File: src/rtl/rect_fill_pkg.sv
package rect_fill_pkg;

    localparam logic [7:0]  ROP_PATTERN = 8'hF0;
    localparam logic [7:0]  ROP_BLACK   = 8'h00;
    localparam logic [7:0]  ROP_WHITE   = 8'hFF;
    localparam logic [15:0] COORD_MAX   = 16'h3FFF;

    typedef enum logic [1:0] {
        ST_IDLE,
        ST_RUN,
        ST_FINISH
    } eng_state_e;

    typedef enum logic [1:0] {
        SRC_BRUSH,
        SRC_BLACK,
        SRC_WHITE,
        SRC_NONE
    } colour_src_e;

    typedef struct packed {
        logic [31:0] colour;
        logic [2:0]  bpp;
        logic [15:0] width;
        logic [15:0] height;
        logic [15:0] pitch;
        logic [15:0] y_next;
    } fill_job_t;

    // Bytes per pixel for a format code, zero for an unknown code.
    function automatic logic [2:0] format_bytes(input logic [3:0] code);
        case (code)
            4'd2:       return 3'd1;
            4'd3, 4'd4: return 3'd2;
            4'd5:       return 3'd3;
            4'd6:       return 3'd4;
            default:    return 3'd0;
        endcase
    endfunction

    function automatic colour_src_e rop_source(input logic [7:0] code);
        case (code)
            ROP_PATTERN: return SRC_BRUSH;
            ROP_BLACK:   return SRC_BLACK;
            ROP_WHITE:   return SRC_WHITE;
            default:     return SRC_NONE;
        endcase
    endfunction

    function automatic logic [31:0] pick_colour(
        input colour_src_e src,
        input logic [31:0] brush,
        input logic [23:0] black,
        input logic [23:0] white
    );
        case (src)
            SRC_BRUSH: return brush;
            SRC_BLACK: return {8'hFF, black};
            SRC_WHITE: return {8'hFF, white};
            default:   return 32'h0;
        endcase
    endfunction

endpackage

File: src/rtl/rect_fill_setup.sv
module rect_fill_setup
    import rect_fill_pkg::*;
#(
    parameter int ADDR_W = 24
) (
    input  logic [3:0]        pix_format,
    input  logic [7:0]        rop_code,
    input  logic              left_to_right,
    input  logic              top_to_bottom,
    input  logic [15:0]       dst_x,
    input  logic [15:0]       dst_y,
    input  logic [15:0]       width,
    input  logic [15:0]       height,
    input  logic [15:0]       pitch,
    input  logic [ADDR_W-1:0] base,
    input  logic [31:0]       brush_colour,
    input  logic [23:0]       pal_black,
    input  logic [23:0]       pal_white,
    output fill_job_t         job,
    output logic [ADDR_W-1:0] job_addr,
    output logic              job_ok
);
    localparam int WIDE_W = ADDR_W + 36;
    localparam logic [WIDE_W-1:0] MEM_BYTES = WIDE_W'(1) << ADDR_W;

    colour_src_e       src;
    logic [2:0]        bpp;
    logic [15:0]       x0;
    logic [15:0]       y0;
    logic [WIDE_W-1:0] first_byte;
    logic [WIDE_W-1:0] end_byte;
    logic              shape_ok;
    logic              coord_ok;

    always_comb begin
        src = rop_source(rop_code);
        bpp = format_bytes(pix_format);
        // Mirrored directions name the far corner; step back to the near one.
        x0  = left_to_right ? dst_x : dst_x + 16'd1 - width;
        y0  = top_to_bottom ? dst_y : dst_y + 16'd1 - height;

        first_byte = WIDE_W'(base)
                   + WIDE_W'(y0) * WIDE_W'(pitch)
                   + WIDE_W'(x0) * WIDE_W'(bpp);
        // One past the final byte of the last row.
        end_byte   = WIDE_W'(base)
                   + (WIDE_W'(y0) + WIDE_W'(height) - WIDE_W'(1)) * WIDE_W'(pitch)
                   + (WIDE_W'(x0) + WIDE_W'(width)) * WIDE_W'(bpp);

        shape_ok = (width != 16'd0) && (height != 16'd0) && (pitch != 16'd0);
        coord_ok = (x0 <= COORD_MAX) && (y0 <= COORD_MAX);
        job_ok   = (src != SRC_NONE) && (bpp != 3'd0) && shape_ok && coord_ok
                 && (end_byte <= MEM_BYTES);

        job_addr   = first_byte[ADDR_W-1:0];
        job.colour = pick_colour(src, brush_colour, pal_black, pal_white);
        job.bpp    = bpp;
        job.width  = width;
        job.height = height;
        job.pitch  = pitch;
        job.y_next = top_to_bottom ? y0 + height : y0;
    end

endmodule

File: src/rtl/rect_fill_walker.sv
module rect_fill_walker
    import rect_fill_pkg::*;
#(
    parameter int ADDR_W = 24
) (
    input  logic              clk,
    input  logic              rst,
    input  logic              load,
    input  fill_job_t         job,
    input  logic [ADDR_W-1:0] job_addr,
    input  logic              wr_ready,
    output logic              wr_valid,
    output logic [ADDR_W-1:0] wr_addr,
    output logic [7:0]        wr_data,
    output logic              finished
);
    fill_job_t         cur;
    logic              active;
    logic [ADDR_W-1:0] addr_q;
    logic [ADDR_W-1:0] row_base;
    logic [1:0]        byte_idx;
    logic [15:0]       col;
    logic [15:0]       row;
    logic              pix_end;
    logic              row_end;
    logic              job_end;
    logic [ADDR_W-1:0] next_row;

    always_comb begin
        pix_end  = ({1'b0, byte_idx} == cur.bpp - 3'd1);
        row_end  = pix_end && (col == cur.width - 16'd1);
        job_end  = row_end && (row == cur.height - 16'd1);
        next_row = row_base + ADDR_W'(cur.pitch);
        wr_valid = active;
        wr_addr  = addr_q;
        wr_data  = 8'(cur.colour >> {byte_idx, 3'b000});
        finished = active && wr_ready && job_end;
    end

    always_ff @(posedge clk) begin
        if (rst) begin
            active   <= 1'b0;
            cur      <= '0;
            addr_q   <= '0;
            row_base <= '0;
            byte_idx <= '0;
            col      <= '0;
            row      <= '0;
        end else if (load) begin
            active   <= 1'b1;
            cur      <= job;
            addr_q   <= job_addr;
            row_base <= job_addr;
            byte_idx <= '0;
            col      <= '0;
            row      <= '0;
        end else if (active && wr_ready) begin
            if (!pix_end) begin
                byte_idx <= byte_idx + 2'd1;
                addr_q   <= addr_q + 1'b1;
            end else if (!row_end) begin
                byte_idx <= '0;
                col      <= col + 16'd1;
                addr_q   <= addr_q + 1'b1;
            end else if (!job_end) begin
                byte_idx <= '0;
                col      <= '0;
                row      <= row + 16'd1;
                row_base <= next_row;
                addr_q   <= next_row;
            end else begin
                active <= 1'b0;
            end
        end
    end

    // a stalled byte stays put
    a_r11_hold_on_stall: assert property (@(posedge clk) disable iff (rst)
        wr_valid && !wr_ready |=> wr_valid && $stable(wr_addr) && $stable(wr_data));

    // bytes of a row go to consecutive addresses
    a_r4_byte_step: assert property (@(posedge clk) disable iff (rst)
        wr_valid && wr_ready && !row_end |=> wr_valid && (wr_addr == $past(wr_addr) + 1'b1));

    // a new row starts one pitch below the previous row start
    a_r5_row_step: assert property (@(posedge clk) disable iff (rst)
        wr_valid && wr_ready && row_end && !job_end
        |=> wr_addr == $past(row_base) + ADDR_W'($past(cur.pitch)));

endmodule

File: src/rtl/rect_fill_engine.sv
module rect_fill_engine
    import rect_fill_pkg::*;
#(
    parameter int ADDR_W = 24
) (
    input  logic              clk,
    input  logic              rst,
    input  logic              start,
    input  logic [3:0]        pix_format,
    input  logic [7:0]        rop_code,
    input  logic              left_to_right,
    input  logic              top_to_bottom,
    input  logic [15:0]       dst_x,
    input  logic [15:0]       dst_y,
    input  logic [15:0]       width,
    input  logic [15:0]       height,
    input  logic [15:0]       pitch,
    input  logic [ADDR_W-1:0] base,
    input  logic [31:0]       brush_colour,
    input  logic [23:0]       pal_black,
    input  logic [23:0]       pal_white,
    output logic              busy,
    output logic              wr_valid,
    input  logic              wr_ready,
    output logic [ADDR_W-1:0] wr_addr,
    output logic [7:0]        wr_data,
    output logic              done,
    output logic              y_update,
    output logic [15:0]       y_next
);
    eng_state_e        state;
    fill_job_t         job;
    logic [ADDR_W-1:0] job_addr;
    logic              job_ok;
    logic              accept;
    logic              load;
    logic              finished;
    logic              upd_q;
    logic [15:0]       y_q;

    rect_fill_setup #(.ADDR_W(ADDR_W)) u_setup (
        .pix_format    (pix_format),
        .rop_code      (rop_code),
        .left_to_right (left_to_right),
        .top_to_bottom (top_to_bottom),
        .dst_x         (dst_x),
        .dst_y         (dst_y),
        .width         (width),
        .height        (height),
        .pitch         (pitch),
        .base          (base),
        .brush_colour  (brush_colour),
        .pal_black     (pal_black),
        .pal_white     (pal_white),
        .job           (job),
        .job_addr      (job_addr),
        .job_ok        (job_ok)
    );

    rect_fill_walker #(.ADDR_W(ADDR_W)) u_walker (
        .clk      (clk),
        .rst      (rst),
        .load     (load),
        .job      (job),
        .job_addr (job_addr),
        .wr_ready (wr_ready),
        .wr_valid (wr_valid),
        .wr_addr  (wr_addr),
        .wr_data  (wr_data),
        .finished (finished)
    );

    always_comb begin
        accept   = (state == ST_IDLE) && start;
        load     = accept && job_ok;
        busy     = (state != ST_IDLE);
        done     = (state == ST_FINISH);
        y_update = done && upd_q;
        y_next   = y_q;
    end

    always_ff @(posedge clk) begin
        if (rst) begin
            state <= ST_IDLE;
            upd_q <= 1'b0;
            y_q   <= '0;
        end else begin
            case (state)
                ST_IDLE: begin
                    if (accept) begin
                        y_q   <= job.y_next;
                        upd_q <= 1'b0;
                        state <= job_ok ? ST_RUN : ST_FINISH;
                    end
                end
                ST_RUN: begin
                    if (finished) begin
                        upd_q <= 1'b1;
                        state <= ST_FINISH;
                    end
                end
                default: begin
                    upd_q <= 1'b0;
                    state <= ST_IDLE;
                end
            endcase
        end
    end

    // completion is a single-cycle event
    a_r7_done_pulse: assert property (@(posedge clk) disable iff (rst)
        done |=> !done);

    // the Y report only accompanies done
    a_r7_update_with_done: assert property (@(posedge clk) disable iff (rst)
        y_update |-> done);

    // memory traffic only while the command is in progress
    a_r12_write_only_busy: assert property (@(posedge clk) disable iff (rst)
        wr_valid |-> busy);

    // a command refused at start never reaches the write port
    a_r8_refused_silent: assert property (@(posedge clk) disable iff (rst)
        !busy && start && !job_ok |=> done && !wr_valid && !y_update);

    // while running, the engine finishes only through the walker
    a_r12_run_to_finish: assert property (@(posedge clk) disable iff (rst)
        wr_valid && !finished |=> busy && !done);

endmodule

File: config.mk
export PLATFORM = sky130hd
export DESIGN_NAME = rect_fill_engine
export DESIGN_NICKNAME = d
export VERILOG_FILES = /design/src/rtl/rect_fill_pkg.sv /design/src/rtl/rect_fill_setup.sv /design/src/rtl/rect_fill_walker.sv /design/src/rtl/rect_fill_engine.sv
export SDC_FILE = /design/constraint.sdc
export NUM_CORES = 2
export LEC_CHECK = 0
export ABC_AREA = 1
export ABC_CLOCK_PERIOD_IN_PS = 15300
export CAP_MARGIN = 20
export CORE_ASPECT_RATIO = 0.9
export CORE_UTILIZATION = 60
export CTS_CLUSTER_DIAMETER = 100
export DETAILED_ROUTE_END_ITERATION = 16
export DONT_BUFFER_PORTS = 1
export PLACE_DENSITY = 0.76
export SLEW_MARGIN = 20
export SYNTH_ARGS = -nofsm -noshare
export SYNTH_HDL_FRONTEND = slang
export SYNTH_HIERARCHICAL = 1
export SYNTH_SLANG_ARGS = --single-unit
File: constraint.sdc
create_clock -name clk -period 15.3 [get_ports clk]
set_input_delay 0.765 -clock clk [delete_from_list [all_inputs] [get_ports clk]]
set_output_delay 0.765 -clock clk [all_outputs]
set_load 0.01 [all_outputs]
==> reports/metrics.csv <==
stage,metric,value,unit
status,run_status,finished clean,
place,post-place-cells,6334,
timing,layout_min_cycle_time,13.42,ns
global_route,grt_max_degree,112,
yosys,synth.area.top_cells,"fa_1 (29%), ha_1 (11%), inv_1 (10%), nand2_1 (10%), dfxtp_1 (9.0%)",
final_layout,syn2layout_area_growth,1.32,%
final_layout,drive_above_1_share,0.0572,
place,gp_congestion,0.981,
worst_setup_path,path_class,in2reg,
yosys,synth-seq-area-share,0.0895,
clock_tree,htreeDepth,4,
job,max_cap_viol_count,0,
timing,slew_viol_final,0,
timing,rsz0062_at_grt,no,
worst_setup_path,crit_path_end_kind,flip-flop,
routing,drtIter0Drc,3782,
worst_setup_path,cp_slowest_stage_delay,0.88,ns
clock_tree,postCtsSetupRepairBufs,0,
global_route,antenna_found_initial,3,
routing,drc,0,
final_layout,nets,6637,
yosys,synth_top_area_frac,0.291,
yosys,synth_flop_cell,dfxtp_1,
yosys,syn_area_per_cell,7.29,sq um
clock_tree,clk_pin_slew_worst_paths,0.07,ns
timing,finClkSkew,0.0115,ns
clock_tree,clock-sinks,185,
global_route,gr-total-overflow,0,
floorplan,core-area,67600,sq um
yosys,ys_ff_latch,185,
yosys,yosys-top-cells-count,"inv_1 (1138), nand2_1 (1121), nor2_1 (669)",
place,io_buffers,0,
yosys,syn-num-nets,6831,
floorplan,dieArea,70000,sq um
yosys,synth_area_leader_cell,fa_1,
floorplan,io_pins,254,
worst_setup_path,critPathLaunchType,primary input,
worst_setup_path,arrival,13.77,ns
yosys,synthDistinctLibCells,70,
timing,setup_violations,0,
timing,tns,0,ns
routing,via_count,36500,
global_route,grt_pass1_vias,35200,
clock_tree,cts_hold_buf,0,
clock_tree,cts-resized-gates,0,
timing,worst_slew_pin_slew,1.12,ns
yosys,synth_edf_count,0,
worst_setup_path,cp.required,15.65,ns
clock_tree,tritoncts,done,
yosys,synth-warning-count,6,
final_layout,instances_no_fill,6371,
worst_setup_path,crit_fanout,78,
global_route,grt_pass1_wl,191,mm
global_route,grt_usage,0.348,
routing,drt_pre_antenna_iters,6,
routing,drtAntennaViolNets,0,
min_path,hp-class,in2reg,
clock_tree,cts_buffers,17,
final_layout,nFillCells,6191,
clock_tree,cts-root-buf,clkbuf_16,
floorplan,start_util,0.612,
yosys,netlist_area,41400,sq um
min_path,hp-start,rst,
routing,drt-total-wl,120,mm
clock_tree,worstSkewPairLatency,0.46,ns
timing,timing.fmax,74.5,MHz
timing,slew_headroom,0.247,
routing,viasPerCell,5.73,
worst_setup_path,critical_path.startpoint,dst_y[1],
clock_tree,cts_buffer_depth,2,
final_layout,final_core_util,0.620,
worst_setup_path,crit_slowest_cell,fa_1,
place,hpwlAfterDp,97.9,mm
floorplan,fp.dieW,279,microns
floorplan,fp.dieH,251,microns
yosys,postSynthCellCount,5673,
routing,routedWlPerCell,18.9,microns
yosys,yosysMostFrequentCell,inv_1,
yosys,async_flop_share,0,
floorplan,num_rows,90,
timing,min_period_over_period,0.877,
worst_setup_path,r2r-start,u_walker/cur[48],
timing,finalHoldViolCount,0,
[worst max-delay path: cells and delay by family]
| family | cells | cell delay, ns |
|---|---|---|
| adder cells (fa/ha/maj) | 12 | 5.59 |
| AO/OA/AOI/OAI | 6 | 0.73 |
| AND/OR/NAND/NOR | 27 | 4.69 |
| XOR/XNOR | 1 | 0.16 |
| buffers and inverters | 9 | 1.75 |
[cell type report]
type                    count  area (sq um)  share of cell area
diodes                      5          12.5            0.000299
clock buffers              18           439              0.0105
clock inverters            14           180             0.00430
inverters                1160          4370               0.104
multi-input cells        4087         31900               0.761
flip-flops and latches    185          3700              0.0884
well taps                 874          1090              0.0261
repair buffers             28           223             0.00531
[state kept, by name (all words and copies together), names as in the netlist]
signal and count:
u_walker/wr_valid 1, upd_q 1, u_walker/col 16, u_walker/row 16, u_walker/byte_idx 2, u_walker/row_base 24, state 2, u_walker/cur 83
u_walker/wr_addr 24, y_next 16
[layout by cell type, fill, tap and decap left out, types with 14 or more instances in the layout]
cell,n
o21ai_1,17
dfxtp_1,185
a31oi_1,31
o21ai_0,190
xnor2_1,81
fa_1,602
nand3b_1,17
a21oi_1,235
or2_2,27
a21o_1,16
xor2_1,102
a21oi_2,64
buf_4,27
nor3_1,38
nand3_2,30
nand2_1,1121
ha_1,354
clkbuf_16,17
nor4_1,23
inv_1,1136
nor2_2,14
nand3_1,205
nor2_1,668
nand2_2,62
nand4_1,77
[layer usage]
layer,vias up,part of all wire,GRT usage
li1,16900,-,-
met4,4,0.031,0.0980
met2,1798,0.43,0.524
met1,17600,0.42,0.495
met5,-,0.00015,0
met3,205,0.12,0.0885
[stage by stage]
| step | hold slack, ns | cell area [sq um] | setup WS (ns) |
|---|---|---|---|
| 3_3_place_gp | 0.473 | 41300 | 2.04 |
| 5_1_grt | 0.355 | 41900 | 0.963 |
| 4_1_cts | 0.351 | 41900 | 2.06 |
| 2_1_floorplan | 0.437 | 41400 | 3.80 |
| 6_report | 0.372 | 41900 | 1.88 |
| 3_5_place_dp | 0.476 | 41300 | 1.66 |
[path summary, 6_finish.rpt]
path                                to  slack, ns  depth (start not counted)
hold reg to reg       u_walker/cur[65]       0.49                          2
setup reg to reg   u_walker/wr_addr[6]      11.83                         18
hold / removal     u_walker/wr_addr[9]       0.37                          1
setup / recovery  u_walker/wr_addr[14]       1.88                         55
[logic make-up after synthesis]
| family | share of synthesized area |
|---|---|
| compound gates | 0.0867 |
| xor+xnor | 0.0391 |
| fa+ha+maj | 0.398 |
| buf+inv | 0.140 |
| flops | 0.0895 |
| simple gates | 0.246 |
Power is not shown: default switching activity piles up to over one toggle a cycle in this logic, so the estimate is an artifact.
